$ cat src/rtl/fmon_pkg.sv
// Package fmon_pkg
// Shared types and elaboration-time arithmetic for the dual reference
// frequency monitor. All functions are evaluated on constants only.
package fmon_pkg;

    typedef logic [1:0] fsel_t;

    localparam fsel_t FSEL_C0 = 2'b00;  // rising-edge code (fastest rate)
    localparam fsel_t FSEL_C1 = 2'b01;
    localparam fsel_t FSEL_C2 = 2'b10;
    localparam fsel_t FSEL_C3 = 2'b11;

    // Edges expected in one window at the nominal rate.
    function automatic longint unsigned nominal_count(
        input longint unsigned nom_hz,
        input longint unsigned mclk_hz,
        input longint unsigned win_cyc
    );
        return (nom_hz * win_cyc) / mclk_hz;
    endfunction

    // Allowed deviation in edges for a given expected count and ppm limit.
    function automatic longint unsigned tol_count(
        input longint unsigned exp_cnt,
        input longint unsigned ppm
    );
        return (exp_cnt * ppm) / 64'd1_000_000;
    endfunction

    // Larger of two values, used to size the edge counter.
    function automatic longint unsigned max2(
        input longint unsigned a,
        input longint unsigned b
    );
        return (a > b) ? a : b;
    endfunction

endpackage

$ cat src/rtl/fmon_sync.sv
// Module fmon_sync
// Brings one asynchronous reference into the master-clock domain with
// two flops, then flags rising and falling transitions for one cycle.
// Assumes the reference runs well below half the master clock rate.
module fmon_sync (
    input  logic clk,
    input  logic rst_n,
    input  logic ref_i,
    output logic rise_o,
    output logic fall_o
);

    logic [2:0] pipe_q;

    // Synchroniser stages plus one history flop for edge detection.
    always_ff @(posedge clk) begin
        if (!rst_n) begin
            pipe_q <= '0;
        end else begin
            pipe_q <= {pipe_q[1:0], ref_i};
        end
    end

    assign rise_o =  pipe_q[1] & ~pipe_q[2];
    assign fall_o = ~pipe_q[1] &  pipe_q[2];

endmodule

$ cat src/rtl/fmon_window.sv
// Module fmon_window
// Free-running window timer. win_end_o is high for one cycle every
// WIN_CYC master-clock cycles, the first time WIN_CYC cycles after
// reset is released. Assumes WIN_CYC >= 2.
module fmon_window #(
    parameter longint unsigned WIN_CYC = 64'd200_000_000
) (
    input  logic clk,
    input  logic rst_n,
    output logic win_end_o
);

    localparam int TMR_W = $clog2(WIN_CYC);
    localparam logic [TMR_W-1:0] LAST = TMR_W'(WIN_CYC - 64'd1);

    logic [TMR_W-1:0] tmr_q;

    assign win_end_o = (tmr_q == LAST);

    // Count cycles within the window and wrap at its last cycle.
    always_ff @(posedge clk) begin
        if (!rst_n) begin
            tmr_q <= '0;
        end else if (win_end_o) begin
            tmr_q <= '0;
        end else begin
            tmr_q <= tmr_q + 1'b1;
        end
    end

endmodule

$ cat src/rtl/fmon_chan.sv
// Module fmon_chan
// One monitored channel: holds the frequency code taken during reset,
// counts the edge polarity that code calls for, and at each window end
// compares the total with the precomputed limits and latches the alarm.
// The counter saturates, so a runaway input still reads as too fast.
module fmon_chan
    import fmon_pkg::*;
#(
    parameter longint unsigned MCLK_HZ = 64'd100_000_000,
    parameter longint unsigned WIN_CYC = 64'd200_000_000,
    parameter longint unsigned PPM_LIM = 64'd12,
    parameter longint unsigned NOM_C0  = 64'd19_440_000,
    parameter longint unsigned NOM_C1  = 64'd8_000,
    parameter longint unsigned NOM_C2  = 64'd1_544_000,
    parameter longint unsigned NOM_C3  = 64'd2_048_000
) (
    input  logic  clk,
    input  logic  rst_n,
    input  fsel_t sel_i,
    input  logic  rise_i,
    input  logic  fall_i,
    input  logic  win_end_i,
    output logic  alarm_o
);

    localparam longint unsigned EXP0 = nominal_count(NOM_C0, MCLK_HZ, WIN_CYC);
    localparam longint unsigned EXP1 = nominal_count(NOM_C1, MCLK_HZ, WIN_CYC);
    localparam longint unsigned EXP2 = nominal_count(NOM_C2, MCLK_HZ, WIN_CYC);
    localparam longint unsigned EXP3 = nominal_count(NOM_C3, MCLK_HZ, WIN_CYC);
    localparam longint unsigned TOL0 = tol_count(EXP0, PPM_LIM);
    localparam longint unsigned TOL1 = tol_count(EXP1, PPM_LIM);
    localparam longint unsigned TOL2 = tol_count(EXP2, PPM_LIM);
    localparam longint unsigned TOL3 = tol_count(EXP3, PPM_LIM);
    localparam longint unsigned MAX_HI =
        max2(max2(EXP0 + TOL0, EXP1 + TOL1), max2(EXP2 + TOL2, EXP3 + TOL3));
    localparam int CNT_W = $clog2(MAX_HI + 64'd2);

    localparam logic [CNT_W-1:0] LO0 = CNT_W'(EXP0 - TOL0);
    localparam logic [CNT_W-1:0] LO1 = CNT_W'(EXP1 - TOL1);
    localparam logic [CNT_W-1:0] LO2 = CNT_W'(EXP2 - TOL2);
    localparam logic [CNT_W-1:0] LO3 = CNT_W'(EXP3 - TOL3);
    localparam logic [CNT_W-1:0] HI0 = CNT_W'(EXP0 + TOL0);
    localparam logic [CNT_W-1:0] HI1 = CNT_W'(EXP1 + TOL1);
    localparam logic [CNT_W-1:0] HI2 = CNT_W'(EXP2 + TOL2);
    localparam logic [CNT_W-1:0] HI3 = CNT_W'(EXP3 + TOL3);

    fsel_t            code_q;
    logic [CNT_W-1:0] cnt_q;
    logic [CNT_W-1:0] cnt_nxt;
    logic [CNT_W-1:0] lim_lo;
    logic [CNT_W-1:0] lim_hi;
    logic             edge_hit;
    logic             out_of_band;
    logic             alarm_q;

    // Pick the counted polarity and the limits for the held code.
    always_comb begin
        edge_hit = (code_q == FSEL_C0) ? rise_i : fall_i;
        case (code_q)
            FSEL_C0: begin lim_lo = LO0; lim_hi = HI0; end
            FSEL_C1: begin lim_lo = LO1; lim_hi = HI1; end
            FSEL_C2: begin lim_lo = LO2; lim_hi = HI2; end
            default: begin lim_lo = LO3; lim_hi = HI3; end
        endcase
    end

    // Next count, including an edge seen in the window's last cycle.
    always_comb begin
        if (&cnt_q) begin
            cnt_nxt = cnt_q;
        end else begin
            cnt_nxt = cnt_q + {{(CNT_W-1){1'b0}}, edge_hit};
        end
        out_of_band = (cnt_nxt == '0) || (cnt_nxt < lim_lo) || (cnt_nxt > lim_hi);
    end

    // Load the code in reset; count, then judge and clear at window end.
    always_ff @(posedge clk) begin
        if (!rst_n) begin
            code_q  <= sel_i;
            cnt_q   <= '0;
            alarm_q <= 1'b0;
        end else if (win_end_i) begin
            alarm_q <= out_of_band;
            cnt_q   <= '0;
        end else begin
            cnt_q   <= cnt_nxt;
        end
    end

    assign alarm_o = alarm_q;

endmodule

$ cat src/rtl/dual_ref_freq_monitor.sv
// Module dual_ref_freq_monitor
// Top of the dual reference frequency monitor: one shared window timer
// and, per reference, a synchroniser and a measuring channel. Both
// channels close their windows on the same master-clock cycle.
module dual_ref_freq_monitor
    import fmon_pkg::*;
#(
    parameter longint unsigned MCLK_HZ = 64'd100_000_000,
    parameter longint unsigned WIN_CYC = 64'd200_000_000,
    parameter longint unsigned PPM_LIM = 64'd12,
    parameter longint unsigned NOM_C0  = 64'd19_440_000,
    parameter longint unsigned NOM_C1  = 64'd8_000,
    parameter longint unsigned NOM_C2  = 64'd1_544_000,
    parameter longint unsigned NOM_C3  = 64'd2_048_000
) (
    input  logic       clk,
    input  logic       rst_n,
    input  logic       ref0_i,
    input  logic       ref1_i,
    input  logic [1:0] fsel0_i,
    input  logic [1:0] fsel1_i,
    output logic       alarm0_o,
    output logic       alarm1_o
);

    localparam int N_CH = 2;

    logic              win_end;
    logic [N_CH-1:0]   ref_v;
    fsel_t             sel_v [N_CH];
    logic [N_CH-1:0]   rise_v;
    logic [N_CH-1:0]   fall_v;
    logic [N_CH-1:0]   alarm_v;

    assign ref_v    = {ref1_i, ref0_i};
    assign sel_v[0] = fsel0_i;
    assign sel_v[1] = fsel1_i;
    assign alarm0_o = alarm_v[0];
    assign alarm1_o = alarm_v[1];

    fmon_window #(
        .WIN_CYC (WIN_CYC)
    ) u_win (
        .clk       (clk),
        .rst_n     (rst_n),
        .win_end_o (win_end)
    );

    for (genvar ch = 0; ch < N_CH; ch++) begin : g_ch
        fmon_sync u_sync (
            .clk    (clk),
            .rst_n  (rst_n),
            .ref_i  (ref_v[ch]),
            .rise_o (rise_v[ch]),
            .fall_o (fall_v[ch])
        );

        fmon_chan #(
            .MCLK_HZ (MCLK_HZ),
            .WIN_CYC (WIN_CYC),
            .PPM_LIM (PPM_LIM),
            .NOM_C0  (NOM_C0),
            .NOM_C1  (NOM_C1),
            .NOM_C2  (NOM_C2),
            .NOM_C3  (NOM_C3)
        ) u_chan (
            .clk       (clk),
            .rst_n     (rst_n),
            .sel_i     (sel_v[ch]),
            .rise_i    (rise_v[ch]),
            .fall_i    (fall_v[ch]),
            .win_end_i (win_end),
            .alarm_o   (alarm_v[ch])
        );
    end

endmodule

$ cat config.mk
export PLATFORM = sky130hd
export DESIGN_NAME = dual_ref_freq_monitor
export DESIGN_NICKNAME = d
export VERILOG_FILES = /design/src/rtl/fmon_pkg.sv /design/src/rtl/fmon_sync.sv /design/src/rtl/fmon_window.sv /design/src/rtl/fmon_chan.sv /design/src/rtl/dual_ref_freq_monitor.sv
export SDC_FILE = /design/constraint.sdc
export NUM_CORES = 1
export LEC_CHECK = 0
export CAP_MARGIN = 40
export CORE_ASPECT_RATIO = 1.2
export CORE_UTILIZATION = 64
export DETAILED_ROUTE_END_ITERATION = 12
export PLACE_DENSITY = 0.81
export SETUP_SLACK_MARGIN = 0.1
export SLEW_MARGIN = 20
export SYNTH_ARGS = -nofsm -noshare
export SYNTH_HDL_FRONTEND = slang
export SYNTH_HIERARCHICAL = 1
export SYNTH_SLANG_ARGS = --single-unit
$ cat constraint.sdc
create_clock -name clk -period 5.4 [get_ports clk]
set_input_delay 0.81 -clock clk [delete_from_list [all_inputs] [get_ports clk]]
set_output_delay 0.81 -clock clk [all_outputs]
set_load 0.1 [all_outputs]
; ---- After elaboration in Yosys (flattened, before gate mapping)
; Cells that the tools add are included.
[totals]
reg_bits = 92
latch_bits = 0
mem_bits_rw = 0
romBits = 0
inputBits = 8
word_cells = 49
mem_count = 0
[classes]
add_sub_neg = 3
multipliers = 0
div_mod_pow = 0
magnitude_cmp = 4
eq_ne = 5
n_shift = 0
n_mux = 8
bitwise_logic = 9
n_reduce_logical = 11
[op_table]
columns = operator, n
row1 = $pmux W26 S3, 4
row2 = $add A26 B1 Y26, 2
row3 = $gt A26 B26 Y1, 2
row4 = $logic_not A26 Y1, 2
row5 = $lt A26 B26 Y1, 2
row6 = $mux W26, 2
row7 = $reduce_and A26 Y1, 2
row8 = $add A28 B1 Y28 const B, 1
row9 = $eq A28 B28 Y1 const B, 1
row10 = $not A1 Y1, 5
row11 = $and A1 B1 Y1, 4
row12 = $eq A2 B1 Y1 const B, 2
row13 = $eq A2 B2 Y1 const B, 2
row14 = $logic_not A2 Y1, 2
row15 = $logic_or A1 B1 Y1, 4
row16 = $mux W1, 2
row17 = $reduce_or A2 Y1, 1

; ---- Depth between registers and ports, before layout
[depth]
word_depth = 8
depth_mapped = 21

; ---- By module
; The synthesis kept the hierarchy.
[modules_own_cells]
columns = mod, n_inst, cells_per_inst, area_each_um2, seq_area_each_um2
row1 = fmon_chan (g_ch[0].u_chan), 1, 315, 2622.5, 600.6
row2 = fmon_chan (g_ch[1].u_chan), 1, 313, 2568.7, 600.6
row3 = fmon_window, 1, 167, 1420.1, 560.5
row4 = fmon_sync, 2, 8, 91.3, 60.1

; ---- Worst setup path before layout
; No wires, ideal clock.
[synth_timing]
path_kind = register to register
start = reg g_ch[0].u_chan.code_q[0]
end = reg g_ch[0].u_chan.alarm_q
setup_time_ns = 0.073
arrival_time_ns = 3.898
required_ns = 5.327
slack_ns = 1.429
path_stages_with_launch = 22
n_path_buf = 1
path_cell_list = edfxtp_1 > inv_1 > ha_1 > mux2_2 > ha_1 > ha_1 > and3_1 > buf_2 > nand3_4 > nor2_1 > nand4_1 > xor2_1 > inv_1 > ha_1 > a21o_1 > a21o_1 > a21o_1 > a21oi_1 > nand3_2 > a211o_1 > a211o_1 > o211ai_2
[synth_via]
elab_chain_len = 7
[synth_lines]
columns = element, line_no
row1 = from (decl), fmon_chan.sv:47  ; fsel_t code_q;
row2 = from (signal assigned), fmon_chan.sv:80  ; code_q <= sel_i;
row3 = $logic_not A2 Y1 *, fmon_chan.sv:58  ; edge_hit = (code_q == FSEL_C0) ? rise_i : fall_i;
row4 = $mux W1 *, fmon_chan.sv:58
row5 = $add A26 B1 Y26 *, fmon_chan.sv:72  ; cnt_nxt = cnt_q + {{(CNT_W-1){1'b0}}, edge_hit};
row6 = $mux W26 *, fmon_chan.sv:69  ; if (&cnt_q) begin
row7 = named net g_ch[0].u_chan.cnt_nxt[18], fmon_chan.sv:49  ; logic [CNT_W-1:0] cnt_nxt;
row8 = $lt A26 B26 Y1 / $logic_not A26 Y1 (equally long branches), fmon_chan.sv:74  ; out_of_band = (cnt_nxt == '0) || (cnt_nxt < lim_lo) || (cnt_nxt > lim_hi);
row9 = $logic_or A1 B1 Y1, fmon_chan.sv:74
row10 = $logic_or A1 B1 Y1 *, fmon_chan.sv:74
row11 = to (signal assigned), fmon_chan.sv:84  ; alarm_q <= out_of_band;
row12 = to (decl), fmon_chan.sv:54  ; logic alarm_q;
; Mark *: on every way through the listed nets, which the timed path passes. The rest lies on a longest branch.
; A chain may end at the register's enable or synchronous reset.

; ---- Worst setup path in the final report
; Same ends and word-level chain as after synthesis.

==> results.md <==
- Layout cell share with drive strength beyond 1: 8.61%
- Async SR Flop Fraction: 0%
- CTS tree: done
- WL/cell: 18.2 um
- Row count: 40
- First-pass GRT wire length: 28700 um
- CP Launch Type: flop
- Largest net degree at the start of global routing: 17
- Pwr dens: 205 nW/um2
- Max IR drop VDD: 0.000164 V
- Initial antenna violation count: 0
- Final Skew: 0.00965 ns
- Clock share of power: 43.8%
- Filler cells: 809
- Chip Width: 96.1 um
- Switching Share: 24.7%
- Setup tns final: 0 ns
- Total GRT Usage: 33.3%
- Nets: 903
- Lkg Pwr: 3.24 nW
- Pre-CTS setup slack: 1.12 ns
- Register area share after synthesis: 27.7%
- Area of the multi-input gates: 4600 um2
- Hold crit path type: reg2reg
- Final Hold Fails: 0
- FF-to-FF Start: g_ch[0].u_chan/code_q[0]
- Unique masters post-synth: 85
- Max-Cap Viols: 0
- Area Overhead vs Synth: 7.88%
- Max Clock Freq: 222 MHz
- Post-synth EDFFs: 4
- Unrepaired setup endpoints after global routing: false
- IO buf count: 9
- CTS Buf Count: 9
- Sw power: 0.372 mW
- H-tree depth: 3
- # DRC: 0
- Setup slack, reg-to-reg: 0.90 ns
- Via/cell ratio: 6.49
- Cell taking the most area after synthesis: dfxtp_1
- Highest Signal Layer: met4
- Crit path required time: 5.61 ns
- Top-count cell post-synth: nor2_1
- Register share of total power: 46.4%
- RD Place Congestion: 0.909
- Final setup vio count: 0
- Slew @ Worst Pin: 0.768 ns
- # Post-CTS Setup Buffers: 0
- Final worst-path cycle share: 83.4%
- Synth Register Bits: 92
- Hpwl dp: 13200 um
- Die footprint: 11000 um2
- Tmin final: 4.50 ns
- Die height: 115 um
- Synth area leaders: dfxtp_1 (26%), ha_1 (14%), nor2_1 (5.4%)
- Root Driver: clkbuf_16
- Clock-pin slew on the worst setup and hold paths: 0.07 ns
- Post-synthesis instance total: 811
- Slew HR: 48.5%
- Final antenna-violating net count: 0
- Hold depth: 1
- 1st-iter DRT viols: 407
- I/O pin count: 10
- Via count: 6173
- Combinational Power Share: 9.8%
- Post-synth top cells: nor2_1 (98), dfxtp_1 (88), ha_1 (75), inv_1 (57), nand3_1 (49)
- Core Area: 10200 um2
- Worst Slack Setup Final: 0.895 ns
- Hold Worst Slack: 0.432 ns
- R2R depth: 16
- Syn_area_per_cell: 8.38 um2
- CP Class: reg2reg
- Pint: 1.13 mW
- Arrival time worst endpoint: 4.72 ns
- M1 WL: 6880 um
- Met2 wire length: 8620 um
- GRT Residual Overflow: 0
- Seq. cell area: 1880 um2
- Total iterations of the first detailed-routing run: 5
- Most used DFF post-synth: dfxtp_1
- Worst R2R End: g_ch[0].u_chan/alarm_o
- Max clock buf depth: 2
- Vias in the first global route: 6091
- CTS Hold Bufs: 0
- CTS sink cnt: 92
- Hold_sp: g_ch[0].u_sync/pipe_q[0]
- YS warnings: 6
- Met3 routed WL: 867 um
- Starting density of the core: 66.9%
- Status: complete, no violations
- Critical Path Sink Type: flop
- Final Max Slew Viols: 0
- N_diodes: 0
- Cells resized by post-CTS repair: 0
- Final WL: 17300 um
- Synthesized area: 6790 um2
- Crit path max fanout: 9
- Clock latency on the worst-skew pair: 0.34 ns
- Post-synth net total: 894
- Synth top area share: 25.9%
- Hold Path Sink: g_ch[0].u_sync/pipe_q[1]
-- layout by cell type (no fill, tap or decap), drive strengths merged, types with 4 or more instances in the layout --
cell           count
and3              21
nand2             38
nor3              20
a2111oi            4
buf                6
and4              12
or3                7
a21oi             28
o211ai             7
or2                5
nor4              25
or4                4
o21a               4
clkbuf            11
a41oi              4
nand4             38
xnor2             31
nor2             101
a21o               8
nand3             53
nand2b             6
xor2              24
and2              16
inv               59
a211oi            11
o21ai             22
clkdlybuf4s50      9
dfxtp             88
nor2b             21
a211o              4
edfxtp             4
ha                75
a31oi             11
-- power by group through the flow --
| stage | logic [mW] | clock network (mW) | registers (mW) |
|---|---|---|---|
| global route | 0.164 | 0.693 | 0.699 |
| global placement | 0.134 | 0 | 0.713 |
| finish | 0.147 | 0.659 | 0.699 |
| CTS | 0.145 | 0.669 | 0.699 |
| floorplan | 0.103 | 0 | 0.713 |
| detailed placement | 0.144 | 0 | 0.714 |
-- worst max-delay path by stage --
stage	start	slack, ns	to
2_1_floorplan	g_ch[0].u_chan/code_q[0]	1.43	g_ch[0].u_chan/alarm_o
3_3_place_gp	g_ch[0].u_chan/code_q[0]	1.26	g_ch[0].u_chan/alarm_o
3_5_place_dp	g_ch[0].u_chan/code_q[0]	1.12	g_ch[0].u_chan/alarm_o
4_1_cts	g_ch[0].u_chan/code_q[0]	1.08	g_ch[0].u_chan/alarm_o
5_1_grt	g_ch[1].u_chan/code_q[0]	0.64	g_ch[1].u_chan/alarm_o
6_report	g_ch[0].u_chan/code_q[0]	0.90	g_ch[0].u_chan/alarm_o
-- critical path: stages (launching register included) --
cell and delay [ns]:
edfxtp_1 0.43, inv_1 0.11, ha_1 0.33, mux2_2 0.22, ha_1 0.20, ha_1 0.25
and3_1 0.31, nand3_4 0.17, a211oi_1 0.69, xor2_1 0.25, ha_1 0.39, nand2_1 0.06
a211oi_1 0.23, o21ai_0 0.16, a211oi_1 0.29, a211o_1 0.19, o211ai_2 0.08
-- layout make-up --
type	instances	area share, %
Sequential cell	92	25.7
Tap cell	126	2.15
Inverter	59	3.02
Clock buffer	11	3.45
Timing Repair Buffer	15	2.20
Clock inverter	5	0.802
Multi-Input combinational cell	643	62.7
-- logic make-up after synthesis --
group / after synthesis / share of synthesized area [%]
AND/OR/NAND/NOR: 376 / 31.5
AO/OA/AOI/OAI: 130 / 13.7
flip-flops: 92 / 27.7
adder cells (fa/ha/maj): 77 / 14.1
buffers and inverters: 76 / 4.66
XOR/XNOR: 55 / 7.48
multiplexers: 5 / 0.792
-- flip-flops by register name (all words and copies together) (netlist names) --
name,count
g_ch.u_chan/alarm_o,2
g_ch.u_chan/cnt_q,52
g_ch.u_chan/code_q,4
g_ch.u_sync/pipe_q,6
u_win/tmr_q,28
-- per-layer routing --
metal | global-route usage, % | vias to the layer above
met5 | 0 | -
met4 | 20.7 | 0
met3 | 6.55 | 76
met2 | 58.4 | 236
met1 | 36.4 | 2881
li1 | - | 2980
-- stage by stage --
| stage | area (um2) | power (mW) | cells | util [%] |
|---|---|---|---|---|
| detailed placement | 7020 | 0.858 | 935 | 69.1 |
| global route | 7330 | 1.56 | 951 | 72.1 |
| CTS | 7330 | 1.51 | 951 | 72.1 |
| floorplan | 6790 | 0.815 | 811 | - |
| finish | 7330 | 1.50 | 951 | 72.1 |
| global placement | 6960 | 0.847 | 931 | 68.5 |
(Power assumes the default switching activity.)
